--- config.mk ---
export PLATFORM = sky130hd
export DESIGN_NAME = smbus_snooper
export DESIGN_NICKNAME = d
export VERILOG_FILES = /design/src/rtl/snp_pkg.sv /design/src/rtl/snp_sync.sv /design/src/rtl/snp_bus_cond.sv /design/src/rtl/snp_tmo.sv /design/src/rtl/snp_frame.sv /design/src/rtl/smbus_snooper.sv
export SDC_FILE = /design/constraint.sdc
export NUM_CORES = 1
export LEC_CHECK = 0
export BUFFER_PORTS_ARGS = -buffer_cell sky130_fd_sc_hd__buf_2
export CAP_MARGIN = 0
export CORE_MARGIN = 3
export CORE_UTILIZATION = 30
export DETAILED_ROUTE_END_ITERATION = 10
export PLACE_DENSITY = 0.45
export SLEW_MARGIN = 5
export SYNTH_ARGS = -nofsm -noshare
export SYNTH_HDL_FRONTEND = slang
export SYNTH_SLANG_ARGS = --single-unit
--- constraint.sdc ---
create_clock -name clk_i -period 3.1 [get_ports clk_i]
set_input_delay 0.465 -clock clk_i [delete_from_list [all_inputs] [get_ports clk_i]]
set_output_delay 0.465 -clock clk_i [all_outputs]
set_load 0.02 [all_outputs]
--- src/rtl/snp_pkg.sv ---
package snp_pkg;
  localparam int unsigned BIT_CNT_W = 4;
  localparam int unsigned ACK_IDX   = 9;

  typedef enum logic {
    ST_IDLE   = 1'b0,
    ST_ACTIVE = 1'b1
  } snp_state_e;

  typedef struct packed {
    logic start;
    logic stop;
    logic scl_rise;
    logic scl_fall;
  } bus_evt_t;
endpackage

--- src/rtl/snp_sync.sv ---
module snp_sync #(
  parameter int unsigned WIDTH  = 2,
  parameter int unsigned STAGES = 2
) (
  input  logic             clk_i,
  input  logic             rst_ni,
  input  logic [WIDTH-1:0] d_i,
  output logic [WIDTH-1:0] q_o
);
  for (genvar w = 0; w < WIDTH; w++) begin : g_bit
    logic [STAGES-1:0] chain_q;
    always_ff @(posedge clk_i or negedge rst_ni) begin
      if (!rst_ni) chain_q <= '1;  // idle bus reads high
      else         chain_q <= {chain_q[STAGES-2:0], d_i[w]};
    end
    assign q_o[w] = chain_q[STAGES-1];
  end
endmodule

--- src/rtl/snp_bus_cond.sv ---
module snp_bus_cond
  import snp_pkg::*;
(
  input  logic     clk_i,
  input  logic     rst_ni,
  input  logic     scl_i,
  input  logic     sda_i,
  output bus_evt_t evt_o
);
  logic scl_q, sda_q;

  always_ff @(posedge clk_i or negedge rst_ni) begin
    if (!rst_ni) begin
      scl_q <= 1'b1;
      sda_q <= 1'b1;
    end else begin
      scl_q <= scl_i;
      sda_q <= sda_i;
    end
  end

  always_comb begin
    evt_o.start    = scl_i & scl_q & sda_q & ~sda_i;
    evt_o.stop     = scl_i & scl_q & ~sda_q & sda_i;
    evt_o.scl_rise = scl_i & ~scl_q;
    evt_o.scl_fall = ~scl_i & scl_q;
  end
endmodule

--- src/rtl/snp_tmo.sv ---
module snp_tmo #(
  parameter int unsigned TMO_CYCLES = 2_500_000
) (
  input  logic clk_i,
  input  logic rst_ni,
  input  logic scl_i,
  output logic tmo_o
);
  localparam int unsigned CNT_W = $clog2(TMO_CYCLES + 1);
  localparam logic [CNT_W-1:0] LIMIT = CNT_W'(TMO_CYCLES);

  logic [CNT_W-1:0] cnt_q;
  logic             fire;

  // Counter parks at LIMIT so one low period fires once
  assign fire = ~scl_i & (cnt_q == LIMIT - 1'b1);

  always_ff @(posedge clk_i or negedge rst_ni) begin
    if (!rst_ni) begin
      cnt_q <= '0;
      tmo_o <= 1'b0;
    end else begin
      tmo_o <= fire;
      if (scl_i)               cnt_q <= '0;
      else if (cnt_q != LIMIT) cnt_q <= cnt_q + 1'b1;
    end
  end
endmodule

--- src/rtl/snp_frame.sv ---
module snp_frame
  import snp_pkg::*;
#(
  parameter int unsigned ADDR_W = 7
) (
  input  logic              clk_i,
  input  logic              rst_ni,
  input  bus_evt_t          evt_i,
  input  logic              sda_i,
  input  logic              tmo_i,
  input  logic [ADDR_W-1:0] host_addr_i,
  input  logic [ADDR_W-1:0] snoop_addr_i,
  output logic              host_match_o,
  output logic              snoop_match_o,
  output logic              busy_o
);
  localparam int unsigned SHIFT_W = ADDR_W + 1;
  localparam logic [BIT_CNT_W-1:0] DIR_IDX = BIT_CNT_W'(ADDR_W);
  localparam logic [BIT_CNT_W-1:0] ACK_CNT = BIT_CNT_W'(ACK_IDX);

  snp_state_e           state_q;
  logic [BIT_CNT_W-1:0] cnt_q;
  logic [SHIFT_W-1:0]   shift_q;
  logic                 first_q, ack_done_q;
  logic                 pend_host_q, pend_snoop_q;
  logic                 active, commit, addr_bit;
  logic                 hit_host, hit_snoop;

  assign active   = (state_q == ST_ACTIVE);
  assign commit   = active & ack_done_q & (evt_i.start | evt_i.stop) & ~tmo_i;
  assign addr_bit = active & first_q & evt_i.scl_rise & (cnt_q == DIR_IDX);
  assign hit_host  = (shift_q[ADDR_W-1:0] == host_addr_i) & ~sda_i;
  assign hit_snoop = (shift_q[ADDR_W-1:0] == snoop_addr_i);

  always_ff @(posedge clk_i or negedge rst_ni) begin
    if (!rst_ni) begin
      host_match_o  <= 1'b0;
      snoop_match_o <= 1'b0;
    end else begin
      host_match_o  <= commit & pend_host_q;
      snoop_match_o <= commit & pend_snoop_q;
    end
  end

  always_ff @(posedge clk_i or negedge rst_ni) begin
    if (!rst_ni) begin
      state_q      <= ST_IDLE;
      cnt_q        <= '0;
      shift_q      <= '0;
      first_q      <= 1'b0;
      ack_done_q   <= 1'b0;
      pend_host_q  <= 1'b0;
      pend_snoop_q <= 1'b0;
    end else if (tmo_i) begin
      state_q      <= ST_IDLE;
      cnt_q        <= '0;
      first_q      <= 1'b0;
      ack_done_q   <= 1'b0;
      pend_host_q  <= 1'b0;
      pend_snoop_q <= 1'b0;
    end else if (evt_i.start) begin
      state_q      <= ST_ACTIVE;
      cnt_q        <= '0;
      first_q      <= 1'b1;
      ack_done_q   <= 1'b0;
      pend_host_q  <= 1'b0;
      pend_snoop_q <= 1'b0;
    end else if (evt_i.stop) begin
      state_q      <= ST_IDLE;
      cnt_q        <= '0;
      first_q      <= 1'b0;
      ack_done_q   <= 1'b0;
      pend_host_q  <= 1'b0;
      pend_snoop_q <= 1'b0;
    end else if (active) begin
      if (evt_i.scl_rise) begin
        if (cnt_q != ACK_CNT) cnt_q <= cnt_q + 1'b1;
        if (cnt_q < ACK_CNT - 1'b1) shift_q <= {shift_q[SHIFT_W-2:0], sda_i};
        if (addr_bit) begin
          pend_host_q  <= hit_host;
          pend_snoop_q <= hit_snoop;
        end
      end
      if (evt_i.scl_fall) begin
        if (cnt_q == ACK_CNT) begin
          cnt_q      <= '0;
          first_q    <= 1'b0;
          ack_done_q <= 1'b1;
        end else begin
          ack_done_q <= 1'b0;
        end
      end
    end
  end

  assign busy_o = active;
endmodule

--- src/rtl/smbus_snooper.sv ---
module smbus_snooper
  import snp_pkg::*;
#(
  parameter int unsigned ADDR_W      = 7,
  parameter int unsigned SYNC_STAGES = 2,
  parameter int unsigned TMO_CYCLES  = 2_500_000
) (
  input  logic              clk_i,
  input  logic              rst_ni,
  input  logic              scl_i,
  input  logic              sda_i,
  input  logic [ADDR_W-1:0] host_addr_i,
  input  logic [ADDR_W-1:0] snoop_addr_i,
  output logic              host_match_o,
  output logic              snoop_match_o,
  output logic              bus_busy_o,
  output logic              timeout_o
);
  logic [1:0] line_s;
  bus_evt_t   evt;

  snp_sync #(.WIDTH(2), .STAGES(SYNC_STAGES)) u_sync (
    .clk_i (clk_i),
    .rst_ni(rst_ni),
    .d_i   ({scl_i, sda_i}),
    .q_o   (line_s)
  );

  snp_bus_cond u_cond (
    .clk_i (clk_i),
    .rst_ni(rst_ni),
    .scl_i (line_s[1]),
    .sda_i (line_s[0]),
    .evt_o (evt)
  );

  snp_tmo #(.TMO_CYCLES(TMO_CYCLES)) u_tmo (
    .clk_i (clk_i),
    .rst_ni(rst_ni),
    .scl_i (line_s[1]),
    .tmo_o (timeout_o)
  );

  snp_frame #(.ADDR_W(ADDR_W)) u_frame (
    .clk_i        (clk_i),
    .rst_ni       (rst_ni),
    .evt_i        (evt),
    .sda_i        (line_s[0]),
    .tmo_i        (timeout_o),
    .host_addr_i  (host_addr_i),
    .snoop_addr_i (snoop_addr_i),
    .host_match_o (host_match_o),
    .snoop_match_o(snoop_match_o),
    .busy_o       (bus_busy_o)
  );
endmodule

==> impl_metrics.toml <==
[finish]
diodes = 0
nNetsFinal = 285
final_core_util_pct = 35.2
stdcell_count = 366
drive_gt1_share_pct = 19.7
fillerInstances = 810
area_growth_pct = 12.6

[routing]
vias_per_cell = 5.00
wl_per_cell_um = 13.8
drt-total-wl_um = 5060
vias = 1830
first_iter_violations = 63
drc = 0
ant_nets = 0
firstDrtPassIters = 4

[grt]
grt_remaining_overflow = 0
grt_max_degree = 26
grt_pass1_vias = 1902
grt_first_pass_wirelength_um = 9120
grt_usage_pct = 12.6
antenna_found_initial = 0

[floorplanning]
core_um2 = 7810
die_area_um2 = 9250
pin_count = 22
start_util_pct = 31.2
row_count = 32
die_w_um = 96.2
die_y_um = 96.2

[sta]
drv_slew = 0
rsz0062_at_grt = "no"
max_freq_mhz = 516
setup_tns_ns = 0
hold_violations = 0
skew_ns = 0.00807
holdWs_ns = 0.147
setup_ws_ns = 1.16
setup_viol = 0
slew_headroom_pct = 48.1
worst_pin_slew_ns = 0.776
finalCriticalPeriod_ns = 1.94
period_share_pct = 62.5

[cts]
cts_htree_levels = 2
tritoncts = "yes"
ctsResizeCount = 0
clock-root-buffer = "clkbuf_8"
cts_setup_buffers = 0
clock_latency_ns = 0.30
hold_buffers = 0
path_clk_slew_ns = 0.09
cts_inserted_buffers = 5
cts_sinks = 47
cts_max_path_buffers = 2

[worst_setup_path]
r2r_cells = 5
rrSetupSlack_ns = 1.16
path_max_fanout = 6
crit_type = "reg2reg"
critPathRequiredTime_ns = 3.33
worstPathArrival_ns = 2.17
cp-end-kind = "flip-flop"
start_kind = "flip-flop"

[placed_design]
routabilityCongestion = 0.827
dp_slack_ns = 1.17
place_inst = 358
port_buffers = 21
place_hpwl_um = 3670

[flow_run]
cap_violations = 0

[yosys]
ys_ff_latch = 47
async_flop_share_pct = 100
postSynthAreaPerCell_um2 = 10.2
syn_inst = 240
synth_seq_area_share_pct = 48.5
synth.distinct_cells = 45
yosysWarningCount = 0
synth_area_um2 = 2440
synth-edff-count = 0
synth.area.top_cells = "dfrtp_1 42%, xnor2_1 6.8%, dfstp_2 6.5%, a21oi_1 3.7%, mux2_2 3.7%"
syn_nets = 262
yosysTopAreaCellShare_pct = 42.1
synthFlopType = "dfrtp_1"
yosysTopAreaCell = "dfrtp_1"

[power_and_ir_drop]
p_leak_uw = 0.00113
ir_worst_vdd_v = 0.000149
power_density_nw_per_um2 = 482

[hold_path]
hold_path.class = "in2async"

[outcome]
status = "completed"
==> cells in the mapped netlist (2+ instances only) <==
library cell and count:
a21oi_1 18, and3b_1 2, xnor2_1 19, or3_1 6, nor2b_1 2, nor4b_1 2
clkbuf_1 5, o31ai_1 6, nand3b_1 2, ha_1 4, dfstp_2 6, nor4_1 4
nor2_1 18, nand4_1 9, inv_1 7, nor3_1 7, xor2_1 6, nand3_1 12
and2_1 3, nand2_1 14, mux2_2 8, and3_1 5, or4_1 6, nand4b_1 2
o21a_1 2, o21ai_0 6, dfrtp_1 41
==> critical path, stage by stage (launching register included) <==
cell     delay [ns]
dfrtp_1        0.43
ha_1           0.25
and4_2         0.29
nand4_1        0.22
or4_1          0.52
a21oi_1        0.15
==> registers in the layout (all words and copies together), names as in the netlist <==
signal / cells
u_frame.host_match_o: 1
u_cond.scl_q: 1
u_frame.pend_host_q: 1
u_frame.shift_q: 7
u_frame.pend_snoop_q: 1
u_sync.g_bit.chain_q: 4
u_frame.first_q: 1
u_frame.busy_o: 1
u_cond.sda_q: 1
u_tmo.tmo_o: 1
u_frame.ack_done_q: 1
u_frame.cnt_q: 4
u_tmo.cnt_q: 22
u_frame.snoop_match_o: 1
==> cells in the final DEF (no fill, tap or decap), types with 3 or more instances in the layout <==
cell type,synthesis,routed
dfrtp_1,41,41
buf_2,0,21
xnor2_1,19,19
nor2_1,18,18
a21oi_1,18,18
nand2_1,14,14
nand3_1,12,12
nand4_1,9,9
mux2_2,8,8
inv_1,7,7
nor3_1,7,7
xor2_1,6,6
or3_1,6,6
o31ai_1,6,6
or4_1,6,6
o21ai_0,6,6
clkbuf_8,0,6
dfstp_2,6,6
and3_1,5,5
nor4_1,4,4
ha_1,4,4
and2_1,3,3
buf_4,0,3
==> final timing paths <==
path,end,start
max,u_tmo.cnt_q[18],u_tmo.cnt_q[1]
min,u_frame.snoop_match_o,rst_ni
max reg2reg,u_tmo.cnt_q[18],u_tmo.cnt_q[1]
min reg2reg,u_sync.g_bit[0].chain_q[1],u_sync.g_bit[0].chain_q[0]
max in group asynchronous,u_cond.scl_q,rst_ni
min in group clk_i,u_sync.g_bit[0].chain_q[0],sda_i
==> power breakdown <==
group	leakage (uW)	switching, uW	internal [uW]
Sequential	0.000623	73.9	668
Clock	0.0000482	206	180
Combinational	0.000455	81.1	115
Total	0.00113	361	964
==> cell type report <==
type | instances | area (um2) | share of cell area, %
clock inverters | 1 | 5.00 | 0.182
flip-flops and latches | 47 | 1180 | 43.1
multi-input cells | 178 | 1190 | 43.3
clock buffers | 7 | 86.3 | 3.14
well taps | 102 | 128 | 4.65
inverters | 7 | 26.3 | 0.957
repair buffers | 24 | 128 | 4.65
==> routing by layer <==
layer / track usage, % / routed length [um] / up-vias
li1: - / - / 912
met1: 16.3 / 2420 / 892
met2: 20.8 / 2410 / 17
met3: 2.50 / 132 / 9
met4: 4.50 / 88 / 0
met5: 0 / 0 / -
==> metrics by stage <==
stage          area, um2  total power, uW
2_1_floorplan       2440              885
3_3_place_gp        2660              952
3_5_place_dp        2660              957
4_1_cts             2750             1360
5_1_grt             2750             1410
6_report            2750             1320
==> logic make-up after synthesis <==
group / share of synthesized area (%)
adder cells (fa/ha/maj): 2.05
AND/OR/NAND/NOR: 24.7
XOR/XNOR: 8.98
AO/OA/AOI/OAI: 8.98
buffers and inverters: 2.67
multiplexers: 4.10
flip-flops: 48.5
(Power assumes the default switching activity.)
